===== src/rtl/partial_word_merge.sv =====
module partial_word_merge #(
  parameter int AW = 32,
  parameter int RW = 5
) (
  input  logic          clk,
  input  logic          rst_n,
  input  logic          op_valid,
  input  logic [1:0]    op_kind,
  input  logic [AW-1:0] op_addr,
  input  logic [RW-1:0] op_reg,
  input  logic [31:0]   rf_value,
  input  logic          pend_valid,
  input  logic [RW-1:0] pend_reg,
  input  logic [31:0]   pend_value,
  output logic          mem_req,
  output logic          mem_we,
  output logic [AW-1:0] mem_addr,
  output logic [31:0]   mem_wdata,
  input  logic [31:0]   mem_rdata,
  input  logic          mem_ack,
  output logic          busy,
  output logic          done,
  output logic          ld_valid,
  output logic [RW-1:0] ld_reg,
  output logic [31:0]   ld_value
);

  typedef enum logic [1:0] {S_IDLE, S_RD, S_WR} state_t;

  state_t        st;
  logic [1:0]    kind_q;
  logic [1:0]    off_q;
  logic [AW-3:0] word_q;
  logic [RW-1:0] reg_q;
  logic [31:0]   opnd_q;
  logic [31:0]   mword_q;

  function automatic logic [31:0] merge(input logic [1:0] k, input logic [1:0] o,
                                        input logic [31:0] m, input logic [31:0] r);
    logic [4:0] lo;
    logic [4:0] hi;
    lo = {o, 3'b000};
    hi = {~o, 3'b000};
    case (k)
      2'b00:   merge = (m << hi) | (r & (32'h00FF_FFFF >> lo));
      2'b01:   merge = (m >> lo) | (r & ~(32'hFFFF_FFFF >> lo));
      2'b10:   merge = (r >> hi) | (m & ~(32'hFFFF_FFFF >> hi));
      default: merge = (r << lo) | (m & ~(32'hFFFF_FFFF << lo));
    endcase
  endfunction

  logic        fwd_hit;
  logic [31:0] ld_merged;

  assign fwd_hit   = !op_kind[1] && pend_valid && (pend_reg == op_reg);
  assign ld_merged = merge(kind_q, off_q, mem_rdata, opnd_q);

  assign busy      = (st != S_IDLE);
  assign mem_req   = busy;
  assign mem_we    = (st == S_WR);
  assign mem_addr  = {word_q, 2'b00};
  assign mem_wdata = merge(kind_q, off_q, mword_q, opnd_q);

  always_ff @(posedge clk or negedge rst_n) begin
    if (!rst_n) begin
      st       <= S_IDLE;
      kind_q   <= '0;
      off_q    <= '0;
      word_q   <= '0;
      reg_q    <= '0;
      opnd_q   <= '0;
      mword_q  <= '0;
      done     <= 1'b0;
      ld_valid <= 1'b0;
      ld_reg   <= '0;
      ld_value <= '0;
    end else begin
      done     <= 1'b0;
      ld_valid <= 1'b0;
      case (st)
        S_IDLE: if (op_valid) begin
          kind_q <= op_kind;
          off_q  <= op_addr[1:0];
          word_q <= op_addr[AW-1:2];
          reg_q  <= op_reg;
          opnd_q <= fwd_hit ? pend_value : rf_value;
          st     <= S_RD;
        end
        S_RD: if (mem_ack) begin
          if (kind_q[1]) begin
            mword_q <= mem_rdata;
            st      <= S_WR;
          end else begin
            ld_valid <= (reg_q != '0);
            ld_reg   <= reg_q;
            ld_value <= ld_merged;
            done     <= 1'b1;
            st       <= S_IDLE;
          end
        end
        S_WR: if (mem_ack) begin
          done <= 1'b1;
          st   <= S_IDLE;
        end
        default: st <= S_IDLE;
      endcase
    end
  end

  p_read_first_r7: assert property (@(posedge clk) disable iff (!rst_n)
    $rose(mem_req) |-> !mem_we);

  p_write_after_read_r7: assert property (@(posedge clk) disable iff (!rst_n)
    $rose(mem_we) |-> $past(mem_req && !mem_we && mem_ack));

  p_same_word_r1: assert property (@(posedge clk) disable iff (!rst_n)
    $rose(mem_we) |-> mem_addr == $past(mem_addr));

  p_done_pulse_r7: assert property (@(posedge clk) disable iff (!rst_n)
    done |=> !done);

  p_no_reg0_r8: assert property (@(posedge clk) disable iff (!rst_n)
    ld_valid |-> (ld_reg != '0) && done);

  p_load_no_write_r8: assert property (@(posedge clk) disable iff (!rst_n)
    ld_valid |-> !$past(mem_we));

  p_accept_r9: assert property (@(posedge clk) disable iff (!rst_n)
    $rose(busy) |-> $past(op_valid));

endmodule


===== config.mk =====
export PLATFORM = sky130hd
export DESIGN_NAME = partial_word_merge
export DESIGN_NICKNAME = d
export VERILOG_FILES = /design/src/rtl/partial_word_merge.sv
export SDC_FILE = /design/constraint.sdc
export NUM_CORES = 1
export LEC_CHECK = 0
export BUFFER_PORTS_ARGS = -buffer_cell sky130_fd_sc_hd__buf_2
export CAP_MARGIN = 20
export CORE_MARGIN = 8
export CORE_UTILIZATION = 35
export DETAILED_ROUTE_END_ITERATION = 6
export PLACE_DENSITY = 0.61
export SYNTH_ARGS = -nofsm -noshare
export SYNTH_HDL_FRONTEND = slang
export SYNTH_SLANG_ARGS = --single-unit

===== constraint.sdc =====
create_clock -name clk -period 1.85 [get_ports clk]
set_input_delay 0.185 -clock clk [delete_from_list [all_inputs] [get_ports clk]]
set_output_delay 0.185 -clock clk [all_outputs]
set_load 0.01 [all_outputs]

Yosys cells after proc, flatten, opt, wreduce, memory -nomap -nowiden --
Cells that the tools add are included.
Storage, ports and cells: bits in registers 144, input port bits 145, output and inout port bits 106, logic and storage cells 74
Cells by class: equal/unequal tests 8, shift-type cells 10, mux-type cells 15, bitwise logic cells 19, reductions and logical operators 11
Operators by type and width (number):
- 32-bit OR | 8
- 32-bit bitwise AND | 6
- 32-bit case mux with 3 select lines | 2
- 32-bit NOT | 3
- 32-bit by 5-bit << shifter with 32-bit output | 3
- 32-bit by 5-bit right shift with 32-bit output | 3
- 32-bit by 5-bit right shift with 32-bit output, first input constant | 2
- 32-bit two-way mux | 1
- 32-bit by 5-bit << shifter with 32-bit output, first input constant | 1
- 24-bit by 5-bit right shift with 32-bit output, first input constant | 1
- 3-bit AND reduction | 3
- 2-bit two-way mux | 4
- 1-bit two-way mux | 6
- 2-bit case mux with 3 select lines | 1
- 5-bit == test | 1
- 5-bit nonzero test | 1
- 2-bit by 1-bit == test with 1-bit output, second input constant | 2
- 2-bit == test, second input constant | 2
- 2-bit logical NOT | 2
- 2-bit != test, second input constant | 2
- 1-bit logical AND | 2
- 2-bit by 1-bit != test with 1-bit output, second input constant | 1
- 2-bit NOT | 1
- 1-bit case mux with 2 select lines | 1
- 4 further kinds | 4

Longest topological paths before layout --
Gate-level depths: netlist of run 1.
depth after elaboration 6, depth in mapped cells 9, mapped depth without buffers 6

Worst setup path after synthesis of run 1 --
OpenSTA, ideal clock, no wires.
kind flip-flop to output port, from register off_q[0], to output mem_wdata[4], data arrival time 1.774 ns, data required time 1.665 ns, setup slack -0.109 ns, stages on the path, launching flop included 6, path through dfrtp_1 -> buf_6 -> nor2_2 -> buf_4 -> mux2_2 -> mux4_2
On the way: cells in the longest elaborated chain, start to end 6, elaborated cells between the ends (all ways) 21, those cells by class 8 x shift; 1 x mux; 12 x bitwise
RTL lines:
- start, declared | RTL line 32 | logic [1:0] off_q;
- start signal, assigned | RTL line 83 | off_q <= op_addr[1:0];
- 2-bit NOT | RTL line 43 | hi = {~o, 3'b000};
- 32-bit by 5-bit right shift with 32-bit output | RTL line 47 | 2'b10: merge = (r >> hi) | (m & ~(32'hFFFF_FFFF >> hi));
- 32-bit NOT | RTL line 47
- 32-bit bitwise AND | RTL line 47
- 32-bit OR | RTL line 47
- 32-bit case mux with 3 select lines * | RTL line 44 | case (k)
- end, declared | RTL line 18 | output logic [31:0] mem_wdata,
Every way passes the cells marked *; elsewhere a longest branch is shown, timed or not.

Final worst setup path of run 1 --
from register off_q[0], to output mem_wdata[0]
Same word-level chain as after synthesis.

==> impl_metrics.yaml, run 1 <==
sta:
  holdWs_ps: 16.8
  slew_violations: 0
  period_minus_slack_ps: 2680
  hold_viol_final: 0
  rsz0062_at_grt: "true"
  fin_skew_ps: 13.0
  slew-limit-headroom_pct: 64.0
  fin_ws_ps: -829
  setup_viol: 54
  tightest_slew_ps: 540
  fmax_ghz: 0.373
  fin_crit_sh_pct: 145
route:
  num_vias: 10300
  wire_per_inst_um: 21.7
  ant_nets: 0
  dr.pass1.iters: 5
  vias_per_cell: 5.57
  drcViolationCount: 0
  routed_wl_mm: 40.2
  drtIter0Drc: 816
die:
  boundaryPins: 251
  rows: 63
  die_x_um: 190
  core_um2: 29700
  die_area_um2: 36100
  initial_core_util_pct: 35.7
  die_h_um: 190
cells_and_area:
  syn2layout_area_growth_pct: 44.5
  nNetsFinal: 1601
  top_regs: "ld_value: 32 flops, mword_q: 32 flops, opnd_q: 32 flops"
  final_common_cell: "buf_2"
  layoutNonFillerInstCount: 1855
  fin_util_pct: 51.6
  drive_above_1_share_pct: 49.0
  most-common-layout-cells: "buf_2 (233), nand2_1 (149), buf_4 (148)"
  diodes: 0
pwr:
  power_density_nw_per_um2: 2080
  p_leak_nw: 6.88
  ir_worst_vdd_v: 0.000828
  power_mw: 31.9
critical_path:
  path_buf_inv: 4
  crit_required_ps: 1660
  slowest_delay_ps: 540
  path_class: "reg2out"
  crit_fanout: 7
  worst-path-stages: 6
  startpoint_type: "flop"
  endpoint_kind: "output pin"
  worst-r2r-cell-count: 9
  cp_cell_sequence: "buf_12 -> buf_12 -> buf_4 -> mux4_2 -> mux4_2 -> buf_6"
  crit_family: "multiplexers"
  cp.arrival_ps: 2490
  cpMaxStageDelayCell: "mux4_2"
synth:
  yosysTopAreaCell: "dfrtp_1"
  netlist_instances: 1039
  synth_area_um2: 10600
  yosysUniqueCellTypes: 58
  synth_ff_type: "dfrtp_1"
  synth_edf_count: 0
  synthTopCellsByArea: "dfrtp_1 (34%), mux4_2 (16%), mux2_2 (7.9%)"
  synth_seq_cells: 144
  seq_area_frac_synth_pct: 34.0
  avgSynthCellArea_um2: 10.2
  synth_warnings: 0
  async_flop_share_pct: 100
  synth.top_cell.area_share_pct: 34.0
job:
  cap_viol_max_count: 0
clock_network:
  root_buffer: "clkbuf_16"
  clockBufferDepth: 2
  numCtsBuffers: 17
  htree_levels: 4
  cts_tree: "yes"
  clock-sinks: 144
  clkTransAtPathRegs_ps: 70
  clock_latency_ps: 440
placed_design:
  dp.cells: 1737
  pre_cts_slack_ps: -491
  dpl.hpwl_mm: 29.2
  portBuffers: 248
  gp_congestion: 0.884
status:
  violations: "negative setup slack"
  status: "complete, but fails checks"
grt:
  grt.overflow.total: 0
  antenna_found_initial: 0
  grt_max_degree: 47
  grt_pass1_wl_mm: 61.8
  grt_use_total_pct: 21.7
  grt_pass1_vias: 10500
worst_hold_path:
  min_path_cells: 3
  hp-class: "in2reg"
[cells by family (layout without fill, tap and decap cells)]
group                    count (synthesis)  in the layout  synth area share (%)
AND/OR/NAND/NOR                        326            326                  13.6
AO/OA/AOI/OAI                          244            244                  15.6
multiplexers                           207            207                  29.8
flip-flops                             144            144                  34.0
buffers and inverters                  108            533                  6.08
XOR/XNOR                                 5              5                 0.413
adder cells (fa/ha/maj)                  4              4                 0.472
other                                    1              2                0.0354
[Yosys cell counts (25+ instances only)]
cell type	instances
a211oi_1	31
a21oi_1	30
a31oi_1	33
buf_2	25
clkbuf_1	41
dfrtp_1	144
mux2_2	74
mux2i_1	47
mux4_2	76
nand2_1	150
nand3_1	40
nor2_1	74
o21ai_0	54
[power by group]
part	internal, mW	switching, mW
Clock	1.90	1.57
Combinational	11.6	10.5
Sequential	4.67	1.67
Total	18.2	13.7
[cell type report]
class                           instances  area [um^2]
Clock buffer                           18          429
Clock inverter                         14          144
Fill cell                            2610        14400
Inverter                                5         18.8
Multi-Input combinational cell        788         6780
Sequential cell                       144         3610
Tap cell                              390          488
Timing Repair Buffer                  496         3850
[worst register-to-register path, delay by kind of cell, from the launching register on]
family / cells / cell delay (ps)
compound gates: 2 / 250
buf+inv: 6 / 820
flops: 1 / 490
mux: 1 / 470
[what timing repair did]
action / in CTS / in global routing
pin swaps: 21 / 27
gates resized for setup: 80 / 88
hold buffers: 50 / 0
endpoints found under the hold margin: 111 / 0
gates cloned: 2 / 3
setup endpoints to repair: 61 / 61
buffers inserted: 20 / 17
[metal layers]
| metal | up-vias | part of all wire, % | GRT usage, % |
|---|---|---|---|
| met5 | - | 0 | 0 |
| met4 | 0 | 1.6 | 5.98 |
| met3 | 37 | 8.5 | 6.02 |
| met2 | 492 | 43 | 30.8 |
| met1 | 5079 | 47 | 31.6 |
| li1 | 4726 | - | - |
[path summary, 6_finish.rpt]
kind | endpoint | slack, ps | start
max | mem_wdata[0] | -830 | off_q[0]
min | opnd_q[14] | 20 | pend_value[14]
max reg2reg | ld_value[29] | -280 | off_q[0]
min reg2reg | word_q[5] | 470 | word_q[5]
max in group asynchronous | ld_value[9] | 1000 | rst_n
min in group asynchronous | opnd_q[11] | 210 | rst_n
[stage by stage]
stage	setup TNS [ps]	instance area (um^2)
5_1_grt	-28930	15300
2_1_floorplan	0	10600
4_1_cts	-24360	14800
6_report	-25120	15300
3_3_place_gp	-12720	13200
3_5_place_dp	-13970	13200
Note: power is estimated with default switching activity, not from simulation.
==> run 2, diff against run 1 <==
--- a/config.mk
+++ b/config.mk
@@ -6,11 +6,12 @@
 export NUM_CORES = 1
 export LEC_CHECK = 0
 export BUFFER_PORTS_ARGS = -buffer_cell sky130_fd_sc_hd__buf_2
-export CAP_MARGIN = 20
+export CAP_MARGIN = 0
 export CORE_MARGIN = 8
-export CORE_UTILIZATION = 35
+export CORE_UTILIZATION = 40
+export CTS_BUF_LIST = sky130_fd_sc_hd__clkbuf_2
 export DETAILED_ROUTE_END_ITERATION = 6
-export PLACE_DENSITY = 0.61
+export PLACE_DENSITY = 0.68
 export SYNTH_ARGS = -nofsm -noshare
 export SYNTH_HDL_FRONTEND = slang
 export SYNTH_SLANG_ARGS = --single-unit
==> impl_metrics.yaml, run 2 (synthesized netlist as in run 1, its figures left out) <==
sta:
  holdWs_ps: 50.2
  period_minus_slack_ps: 3050
  setup_viol: 59
  fmax_ghz: 0.328
  fin_ws_ps: -1200
  slew_violations: 0
  fin_crit_sh_pct: 165
  rsz0062_at_grt: "true"
  fin_skew_ps: 65.2
  hold_viol_final: 0
critical_path:
  startpoint_type: "flop"
  crit_family: "buffers and inverters"
  path_buf_inv: 4
  crit_required_ps: 1660
  cp_cell_sequence: "buf_12 -> buf_16 -> buf_4 -> mux4_2 -> a21oi_2 -> nor2_1 -> a2bb2oi_2 -> buf_2"
  cp.arrival_ps: 2860
  crit_fanout: 15
  endpoint_kind: "output pin"
  path_class: "reg2out"
  slowest_delay_ps: 530
  cpMaxStageDelayCell: "mux4_2"
placed_design:
  portBuffers: 248
  dp.cells: 1694
  dpl.hpwl_mm: 29.3
  gp_congestion: 0.937
cells_and_area:
  most-common-layout-cells: "buf_2 (233), buf_4 (166), nand2_1 (147), dlygate4sd3_1 (147), dfrtp_1 (141)"
  final_common_cell: "buf_2"
  layoutNonFillerInstCount: 1928
  multi_input_area_um2: 6870
  top_regs: "ld_value: 32 flops, mword_q: 32 flops, opnd_q: 32 flops"
  syn2layout_area_growth_pct: 54.0
  nNetsFinal: 1727
  drive_above_1_share_pct: 47.8
  fillers: 1969
  layout.area.seq_um2: 3610
worst_hold_path:
  hp-class: "in2reg"
route:
  ant_nets: 0
  dr.pass1.iters: 5
  drcViolationCount: 0
  vias_per_cell: 5.98
  num_vias: 11500
  drtIter0Drc: 1318
  routed_wl_mm: 44.6
  wire_per_inst_um: 23.2
clock_network:
  clock_latency_ps: 800
  cts_tree: "yes"
  clock-sinks: 144
  root_buffer: "clkbuf_2"
  numCtsBuffers: 17
  htree_levels: 4
  clockBufferDepth: 2
  clkTransAtPathRegs_ps: 290
grt:
  grt_pass1_vias: 11500
  grt.overflow.total: 0
  antenna_found_initial: 2
  grt_pass1_wl_mm: 67.5
  grt_max_degree: 64
  grt_use_total_pct: 27.0
pwr:
  ir_worst_vdd_v: 0.000988
  power_density_nw_per_um2: 1960
  clockPowerShare_pct: 6.6
  p_leak_nw: 7.36
  p_switching_mw: 14.5
  power.internal_mw: 17.5
  p_comb_share_pct: 74.1
  p_seq_share_pct: 19.3
  power.share.switching_pct: 45.3
die:
  core_um2: 26100
  initial_core_util_pct: 40.7
  die_area_um2: 32000
  boundaryPins: 251
  die_x_um: 179
  die_h_um: 179
  rows: 59
job:
  cap_viol_max_count: 0
status:
  status: "complete, but fails checks"
  violations: "negative setup slack"
run 2: cell types whose count changed in the layout (fill, tap and decap cells not counted), moves of 4 or more:
cell | previous run | this run
buf_4 | 148 | 166
buf_12 | 28 | 24
buf_6 | 26 | 34
clkbuf_16 | 20 | 4
dlygate4sd3_1 | 50 | 147
clkinv_8 | 0 | 4
clkbuf_2 | 0 | 17
buf_16 | 2 | 6
run 2: area by class of cell:
cell class	instances	share of cell area, %
Multi-Input combinational cell	788	42.1
Timing Repair Buffer	622	31.4
Sequential cell	144	22.1
Tap cell	335	2.57
Clock inverter	15	1.11
Clock buffer	17	0.521
Inverter	5	0.130
Antenna cell	2	0.0307
run 2: worst paths after layout:
| kind | cells after the start | to | slack (ps) | from |
|---|---|---|---|---|
| hold reg to reg | 1 | ld_value[17] | 510 | ld_value[17] |
| setup reg to reg | 9 | ld_value[1] | -370 | off_q[1] |
| max in group asynchronous | 4 | opnd_q[24] | 990 | rst_n |
| setup / recovery | 8 | mem_wdata[12] | -1200 | off_q[0] |
| hold / removal | 5 | opnd_q[20] | 50 | pend_valid |
| min in group asynchronous | 4 | mword_q[2] | 480 | rst_n |
run 2: worst min-delay path, stage by stage:
cell and delay [ps]:
buf_2 90, nand3b_1 70, buf_4 220, o21ai_0 170, a31oi_1 80
run 2: repair_timing:
action	4_1_cts	5_1_grt
endpoints found under the hold margin	277	0
setup buffers	25	22
pin swaps	24	35
resized for setup	143	67
endpoints found under the setup margin	66	65
hold buffers	148	0
gates cloned	5	4
run 2: layer usage:
layer	vias up	track usage [%]	part of all wire, %
met1	5661	36.3	41
met2	815	40.0	44
met4	0	9.37	2.6
li1	4970	-	-
met5	-	0	0
met3	89	8.95	13
run 2: per-stage QoR:
stage	area (um^2)	TNS [ps]	setup WS (ps)	total power, mW	util [%]
after detailed placement	13100	-15850	-396	25.0	50.4
after floorplan	10600	0	4.15	17.6	-
after global placement	13100	-13910	-390	24.7	50.4
after global routing	16300	-43520	-1330	33.7	62.7
final	16300	-38360	-1200	32.0	62.7
after CTS	15800	-37080	-1180	30.1	60.8
run 2: power groups by stage:
stage | Clock [mW] | Sequential, mW | Combinational, mW
finish | 2.10 | 6.18 | 23.7
global route | 2.26 | 6.34 | 25.1
CTS | 2.12 | 6.05 | 21.9
detailed placement | 0 | 6.23 | 18.8
global placement | 0 | 6.16 | 18.5
floorplan | 0 | 6.17 | 11.4
